$ cat config.mk
export PLATFORM = sky130hd
export DESIGN_NAME = cond_mode_sel
export DESIGN_NICKNAME = d
export VERILOG_FILES = /design/src/rtl/cms_pkg.sv /design/src/rtl/cms_run_qual.sv /design/src/rtl/cms_hys_gate.sv /design/src/rtl/cond_mode_sel.sv
export SDC_FILE = /design/constraint.sdc
export NUM_CORES = 1
export LEC_CHECK = 0
export BUFFER_PORTS_ARGS = -buffer_cell sky130_fd_sc_hd__buf_2
export CAP_MARGIN = 20
export CORE_AREA = 2 2 39 41
export CTS_CLUSTER_DIAMETER = 30
export CTS_CLUSTER_SIZE = 8
export DETAILED_ROUTE_END_ITERATION = 16
export DIE_AREA = 0 0 41 43
export SLEW_MARGIN = 20
export SYNTH_ARGS = -nofsm -noshare
export SYNTH_HDL_FRONTEND = slang
export SYNTH_SLANG_ARGS = --single-unit
export TNS_END_PERCENT = 5
$ cat constraint.sdc
create_clock -name clk -period 1.6 [get_ports clk]
set_input_delay 0 -clock clk [delete_from_list [all_inputs] [get_ports clk]]
set_output_delay 0 -clock clk [all_outputs]
set_load 0.03 [all_outputs]
$ cat src/rtl/cms_pkg.sv
package cms_pkg;

    typedef enum logic {
        MODE_CCM = 1'b0,
        MODE_HYS = 1'b1
    } cmode_e;

    typedef struct packed {
        logic strobe;
        logic below_crit;
    } cyc_sample_t;

    function automatic cmode_e vote_of(input logic below_crit);
        return below_crit ? MODE_HYS : MODE_CCM;
    endfunction

endpackage

$ cat src/rtl/cms_run_qual.sv
module cms_run_qual
    import cms_pkg::*;
#(
    parameter int RUN_LEN = 8
) (
    input  logic        clk,
    input  logic        rst,
    input  logic        inhibit,
    input  cyc_sample_t smp,
    output cmode_e      mode_q,
    output cmode_e      mode_d
);
    localparam int CW = $clog2(RUN_LEN + 1);
    localparam logic [CW-1:0] LAST = CW'(RUN_LEN - 1);

    logic [CW-1:0] cnt_q, cnt_d;
    cmode_e        want;

    always_comb begin
        want   = vote_of(smp.below_crit);
        mode_d = mode_q;
        cnt_d  = cnt_q;
        if (inhibit) begin
            mode_d = MODE_CCM;
            cnt_d  = '0;
        end else if (smp.strobe) begin
            if (want == mode_q) begin
                cnt_d = '0;
            end else if (cnt_q == LAST) begin
                mode_d = want;
                cnt_d  = '0;
            end else begin
                cnt_d = cnt_q + 1'b1;
            end
        end
    end

    always_ff @(posedge clk) begin
        if (rst) begin
            mode_q <= MODE_CCM;
            cnt_q  <= '0;
        end else begin
            mode_q <= mode_d;
            cnt_q  <= cnt_d;
        end
    end

    assert_cnt_bound_R5: assert property (@(posedge clk) disable iff (rst)
        cnt_q <= LAST);

    assert_inhibit_ccm_R6: assert property (@(posedge clk) disable iff (rst)
        inhibit |=> (mode_q == MODE_CCM) && (cnt_q == '0));

    assert_flip_needs_run_R3: assert property (@(posedge clk) disable iff (rst)
        ((mode_q != $past(mode_q)) && !$past(inhibit))
            |-> ($past(smp.strobe) && ($past(cnt_q) == LAST)));

endmodule

$ cat src/rtl/cms_hys_gate.sv
module cms_hys_gate (
    input  logic clk,
    input  logic rst,
    input  logic hys_next,
    input  logic below_lo,
    input  logic above_hi,
    output logic hs_q
);
    logic hs_d;

    always_comb begin
        if (!hys_next || above_hi) hs_d = 1'b0;
        else if (below_lo)         hs_d = 1'b1;
        else                       hs_d = hs_q;
    end

    always_ff @(posedge clk) begin
        if (rst) hs_q <= 1'b0;
        else     hs_q <= hs_d;
    end

    assert_hs_set_R10: assert property (@(posedge clk) disable iff (rst)
        (hys_next && below_lo && !above_hi) |=> hs_q);

    assert_hs_clear_R10: assert property (@(posedge clk) disable iff (rst)
        (above_hi || !hys_next) |=> !hs_q);

endmodule

$ cat src/rtl/cond_mode_sel.sv
module cond_mode_sel
    import cms_pkg::*;
#(
    parameter int RUN_LEN    = 8,
    parameter int TRACK_CHAN = 1
) (
    input  logic clk,
    input  logic rst,
    input  logic cyc_strobe,
    input  logic sw_sign_pos,
    input  logic force_ccm,
    input  logic ss_done,
    input  logic ddr_mode,
    input  logic chan_idx,
    input  logic hys_below_lo,
    input  logic hys_above_hi,
    output logic mode_hys,
    output logic pwm_en,
    output logic diode_em_en,
    output logic hs_req,
    output logic ls_permit
);
    localparam logic TRACK_BIT = 1'(TRACK_CHAN);

    cyc_sample_t smp;
    cmode_e      mode_q, mode_d;
    logic        inhibit;
    logic        hs_q;

    assign smp.strobe     = cyc_strobe;
    assign smp.below_crit = sw_sign_pos;
    assign inhibit = !ss_done || force_ccm || (ddr_mode && (chan_idx == TRACK_BIT));

    cms_run_qual #(.RUN_LEN(RUN_LEN)) u_qual (
        .clk     (clk),
        .rst     (rst),
        .inhibit (inhibit),
        .smp     (smp),
        .mode_q  (mode_q),
        .mode_d  (mode_d)
    );

    cms_hys_gate u_gate (
        .clk      (clk),
        .rst      (rst),
        .hys_next (mode_d == MODE_HYS),
        .below_lo (hys_below_lo),
        .above_hi (hys_above_hi),
        .hs_q     (hs_q)
    );

    assign mode_hys    = (mode_q == MODE_HYS);
    assign pwm_en      = (mode_q == MODE_CCM);
    assign diode_em_en = (mode_q == MODE_HYS);
    assign hs_req      = hs_q;
    assign ls_permit   = !hs_q;

    assert_hs_only_hys_R10: assert property (@(posedge clk) disable iff (rst)
        hs_req |-> mode_hys);

    assert_no_overlap_R11: assert property (@(posedge clk) disable iff (rst)
        !(hs_req && ls_permit));

    assert_path_excl_R9: assert property (@(posedge clk) disable iff (rst)
        pwm_en != diode_em_en);

    assert_ddr_track_R8: assert property (@(posedge clk) disable iff (rst)
        (ddr_mode && chan_idx == TRACK_BIT) |=> !mode_hys);

endmodule

Word-level counts from Yosys, hierarchy flattened. Cells that the tools add are included.

$add $sub $neg: 1. Multipliers: 0. Div/mod/pow operators: 0. Order comparisons: 0. Eq/ne operators: 2. Shift-type cells: 0. Muxes and demuxes: 7. Bitwise gates (word level): 1. Reduce and logical (&&, ||, !) cells: 9.

Operator list (number): 4-bit 2-to-1 mux (2); 1-bit 2-to-1 mux (5); 4-bit by 1-bit adder with 4-bit output (second input constant) (1); 4-bit by 3-bit == test with 1-bit output (second input constant) (1); 2-bit OR reduction (2); 1-bit zero test (3); 1-bit logical OR (3); 1-bit == test (1); 1-bit logical AND (1); 1-bit NOT (1).

Flip-flop bits (word level): 6. Latch bits: 0. Bits in writable memories: 0. Bits in read-only memories: 0. Bits of input ports: 10. Output and inout port bits: 5. Memories kept: 0.

Depth between registers and ports, before layout.
Depth in word-level cells: 8. Mapped depth: 4. Mapped depth without buffers: 4.

By module. A second synthesis with hierarchy kept.

Cell total of the unflattened synthesis: 38. Area, all modules: 345.3 um^2.

By module, submodules not included: cms_run_qual (instances 1, cells an instance 30, area each 280.3 um^2); cms_hys_gate (instances 1, cells an instance 3, area each 38.8 um^2); cond_mode_sel (instances 1, cells an instance 5, area each 26.3 um^2).

Worst setup path before layout. OpenSTA, ideal clock, no wires.

Path type: reg-to-reg. From: register u_qual.mode_q. To: register u_qual.cnt_q[3]. Library setup time: 0.071 ns. Data arrival time: 1.378 ns. Data required time: 1.529 ns. Path slack: 0.151 ns. Cell stages (with the launch flop): 4. Buffers on the path: 0. Period minus slack after synthesis: 1.449 ns. Path through: dfxtp_1 xor2_2 or4b_1 a21oi_1.

Cells in the longest elaborated chain, start to end: 2.

Ends and longest elaborated chain: from (decl) (line cms_run_qual.sv:10) `output cmode_e mode_q,`; from (signal assigned) (line cms_run_qual.sv:43) `mode_q <= mode_d;`; 1-bit == test (line cms_run_qual.sv:27) `if (want == mode_q) begin`; 4-bit 2-to-1 mux (line cms_run_qual.sv:27); to (signal assigned) (line cms_run_qual.sv:44) `cnt_q <= cnt_d;`; to (decl) (line cms_run_qual.sv:16) `logic [CW-1:0] cnt_q, cnt_d;`.

Every way passes these cells. A chain may end at the register's enable or synchronous reset.

Worst setup path after layout.
From: register u_qual.cnt_q[0]. To: register u_qual.cnt_q[3].

Cells in the longest elaborated chain, start to end: 3. Elaborated cells on any way between the ends: 4. Those cells by class: add/sub (1); eq/ne (1); mux (2).

Ends and longest elaborated chain: 4-bit by 1-bit adder with 4-bit output or 4-bit by 3-bit == test with 1-bit output (tied branches) (line cms_run_qual.sv:33, cms_run_qual.sv:29); 4-bit 2-to-1 mux * (line cms_run_qual.sv:29) `end else if (cnt_q == LAST) begin`; 4-bit 2-to-1 mux * (line cms_run_qual.sv:27).

Every way passes the cells marked *; elsewhere a longest branch is shown, timed or not.

==> summary.md <==
| Metric | Value |
|---|---|
| Status | finished, final reports clean |
| Total power | ~320 µW |
| Combinational Power Share | ~8.7% |
| WL per Instance | 8.70 µm |
| H-Tree Depth | 1 |
| Slew HR | 83.0% |
| Number of DRC markers in iteration 0 | 4 |
| Filler Cell Count | roughly 150 |
| Worst Setup Path Type | register to register |
| Total Routing Usage GR | about a tenth |
| Setup WS pre-CTS | ~0.33 ns |
| Hold Path End | u_gate.hs_q$_SDFFE_PP0P_ |
| Multi-input gate area | 178 µm² |
| CTS Hold Buffers Added | 1 |
| Hold path cells | 3 |
| Syn_area_per_cell | about 8.8 µm² |
| CTS clk-pin slew, worst paths | roughly 0.040 ns |
| GPL Wtd Cong | 0.683 |
| Hold Fails Final Rpt | 0 |
| First-pass GRT wire length | 1120 µm |
| Number of synthesized register bits | 6 |
| Drt total wl | 600 µm |
| Worst-margin pin slew | approximately 0.25 ns |
| I/O pins | 15 |
| Port bufs | 14 |
| Pint | 250 µW |
| Ys flop type | dfxtp_1 |
| Chip height | between 40 and 50 µm |
| Tcrit/Tclk final | ~80% |
| Critical-path cell list | ha_1 > or4b_1 > a21oi_1 |
| M1 GR Usage | 11.7% |
| Grt met2 use | between 10 and 15% |
| Initial Utilization | a little under a quarter |
| Gr ovfl total | 0 |
| Post-synth ARST share | 0% |
| Flop pwr share | a little under half |
| Postcts setup bufs | 0 |
| Synth Warn # | 0 |
| Post-DP HPWL | 464 µm |
| CTS tree | yes |
| Post-route ant nets | 0 |
| Max FO, Critical Path | 5 |
| Final Max Slew Viols | 0 |
| Layout Utilization | 31.5% |
| Sw power | 66.0 µW |
| Crit Reg-Reg Endpoint | u_qual.cnt_q[3]$_SDFFE_PP0P_ |
| Final #Nets | 66 |
| R2R cell count | 3 |
| Largest net degree at the start of global routing | 10 |
| Fmax | 0.779 GHz |
| Most frequent cells in the layout | buf_2 (14), dfxtp_1 (6), nand2b_1 (4) |
| ANT cells | 0 |
| Die X-Extent | just over 40 µm |
| CP startpoint kind | register |
| Min Tclk post-route | 1.28 ns |
| R2R Path Start | u_qual.cnt_q[0]$_SDFFE_PP0P_ |
| Final setup TNS | 0 ns |
| Core Footprint | ~1400 µm² |
| Initial antenna violation count | 0 |
| Post-CTS Resized | 0 |
| Slowest stage delay, CP | 0.52 ns |
| Average vias per placed instance | around 4.5 |
| Worst endpoint required time | between 1.5 and 2 ns |
| Root buf cell | clkbuf_4 |
| Worst EP arrival | around 1.5 ns |
| Max Cap Viol | 0 |
| FF-to-FF setup slack | approximately 0.32 ns |
| Cells after synthesis | 36 |
| Die area | 1760 µm² |
| PnR worst setup slack | between 0.3 and 0.4 ns |
| Hold_sp | hys_below_lo |
| Num CTS Buffers | 3 |
| RSZ-0062 raised after global routing | no |
| Rows | 14 |
| Yosys cell types | 19 |
| Via count | a little over 300 |
| Area added between synthesis and finish | 37.5% |
| 1st-pass router iterations | 3 |
| Top Usage Layer GRT | met2 |
| # setup viols final | 0 |
| Setup crit end kind | register |
| Post-synth EDFFs | 0 |
| Number of global-route vias before repair | between 200 and 300 |
| VDD IR max | between 0.2 and 0.3 mV |
| Sw Ratio | about a fifth |
| Register area | ~120 µm² |
| Clock Power Share | 43.7% |
| CP max stage cell | or4b_1 |
| Clk buf depth | 2 |
| Sequential fraction of the synthesis area | a little under two fifths |
| Syn_nets | 47 |
| Synthesized area | between 300 and 400 µm² |
| Pwr/cell area | about 730 nW/µm² |
| Final worst clock skew | between 0.0003 and 0.0004 ns |
| Most common cell after layout, fill and taps aside | buf_2 |
| Share of layout cells above drive strength 1 | approximately 36% |
| Clock Latency Late Sink | ~0.24 ns |
| Met3 usage | 4.71% |
| Leakage Power | 0.000183 µW |
| Min-Delay Path Class | primary input to register |
| # clock sinks | 6 |
| Residual DRC | 0 |
## cells in the mapped netlist (2+ instances only)
library cell	number	area, µm²
nor2_1	3	11.3
nand3_1	3	15.0
a21oi_1	3	15.0
nand2b_1	4	25.0
nand4b_1	2	17.5
inv_1	2	7.51
a31oi_1	2	12.5
dfxtp_1	6	120
## per-layer routing
metal	vias to the layer above	wire [µm]
li1	163	-
met1	132	281
met2	15	260
met3	0	59
met4	0	0
met5	-	0
## power groups by stage
stage	sequential (µW)	combinational, µW	clock, µW
6_report	151	27.5	138
3_3_place_gp	153	26.2	0
3_5_place_dp	153	26.1	0
4_1_cts	151	27.9	147
5_1_grt	150	31.8	158
2_1_floorplan	153	11.3	0
## kinds of logic after synthesis
kind of cell	after synthesis	share of synthesized area, %
xor gates and xnor gates	1	5.14
muxes	1	3.16
buffers and inverters	4	5.93
adders and majority gates	1	3.95
DFF	6	37.9
and+or+nand+nor	17	32.4
AOI/OAI and AO/OA	6	11.5
## worst max-delay path: cells and delay by family, from the launching register on
family          cells  cell delay (ns)
simple gates        1             0.52
flops               1             0.32
fa+ha+maj           1             0.25
compound gates      1             0.12
## how the worst max path moves through the flow
| stage | from | endpoint | slack, ns | cells after the start |
|---|---|---|---|---|
| global placement | u_qual.cnt_q[0]$_SDFFE_PP0P_ | u_qual.cnt_q[3]$_SDFFE_PP0P_ | 0.34 | 3 |
| global route | u_qual.cnt_q[0]$_SDFFE_PP0P_ | u_gate.hs_q$_SDFFE_PP0P_ | 0.24 | 4 |
| detailed placement | u_qual.cnt_q[0]$_SDFFE_PP0P_ | u_qual.cnt_q[3]$_SDFFE_PP0P_ | 0.33 | 3 |
| CTS | u_qual.cnt_q[0]$_SDFFE_PP0P_ | u_qual.cnt_q[3]$_SDFFE_PP0P_ | 0.32 | 3 |
| finish | u_qual.cnt_q[0]$_SDFFE_PP0P_ | u_qual.cnt_q[3]$_SDFFE_PP0P_ | 0.32 | 3 |
| floorplan | u_qual.mode_q$_SDFF_PP0_ | u_qual.cnt_q[3]$_SDFFE_PP0P_ | 0.15 | 3 |
## cell type report
class	instances	area share, %
Inverter	2	1.72
Sequential cell	6	27.6
Multi-Input combinational cell	26	40.8
Tap cell	16	4.60
Clock buffer	3	5.17
Timing Repair Buffer	16	20.1
## state kept, by name, summed over array words and instances (netlist names)
name	flops
u_qual.cnt_q	4
u_gate.hs_q	1
u_qual.mode_q	1
## through the flow
step / instance area [µm²] / hold WS [ns] / cells
global route: 435 / 0.0481 / 69
global placement: 403 / 0.165 / 65
floorplan: 317 / 0.0783 / 36
CTS: 435 / 0.0209 / 69
detailed placement: 403 / 0.168 / 65
finish: 435 / 0.0226 / 69
Power figures use the tool's default switching activity.
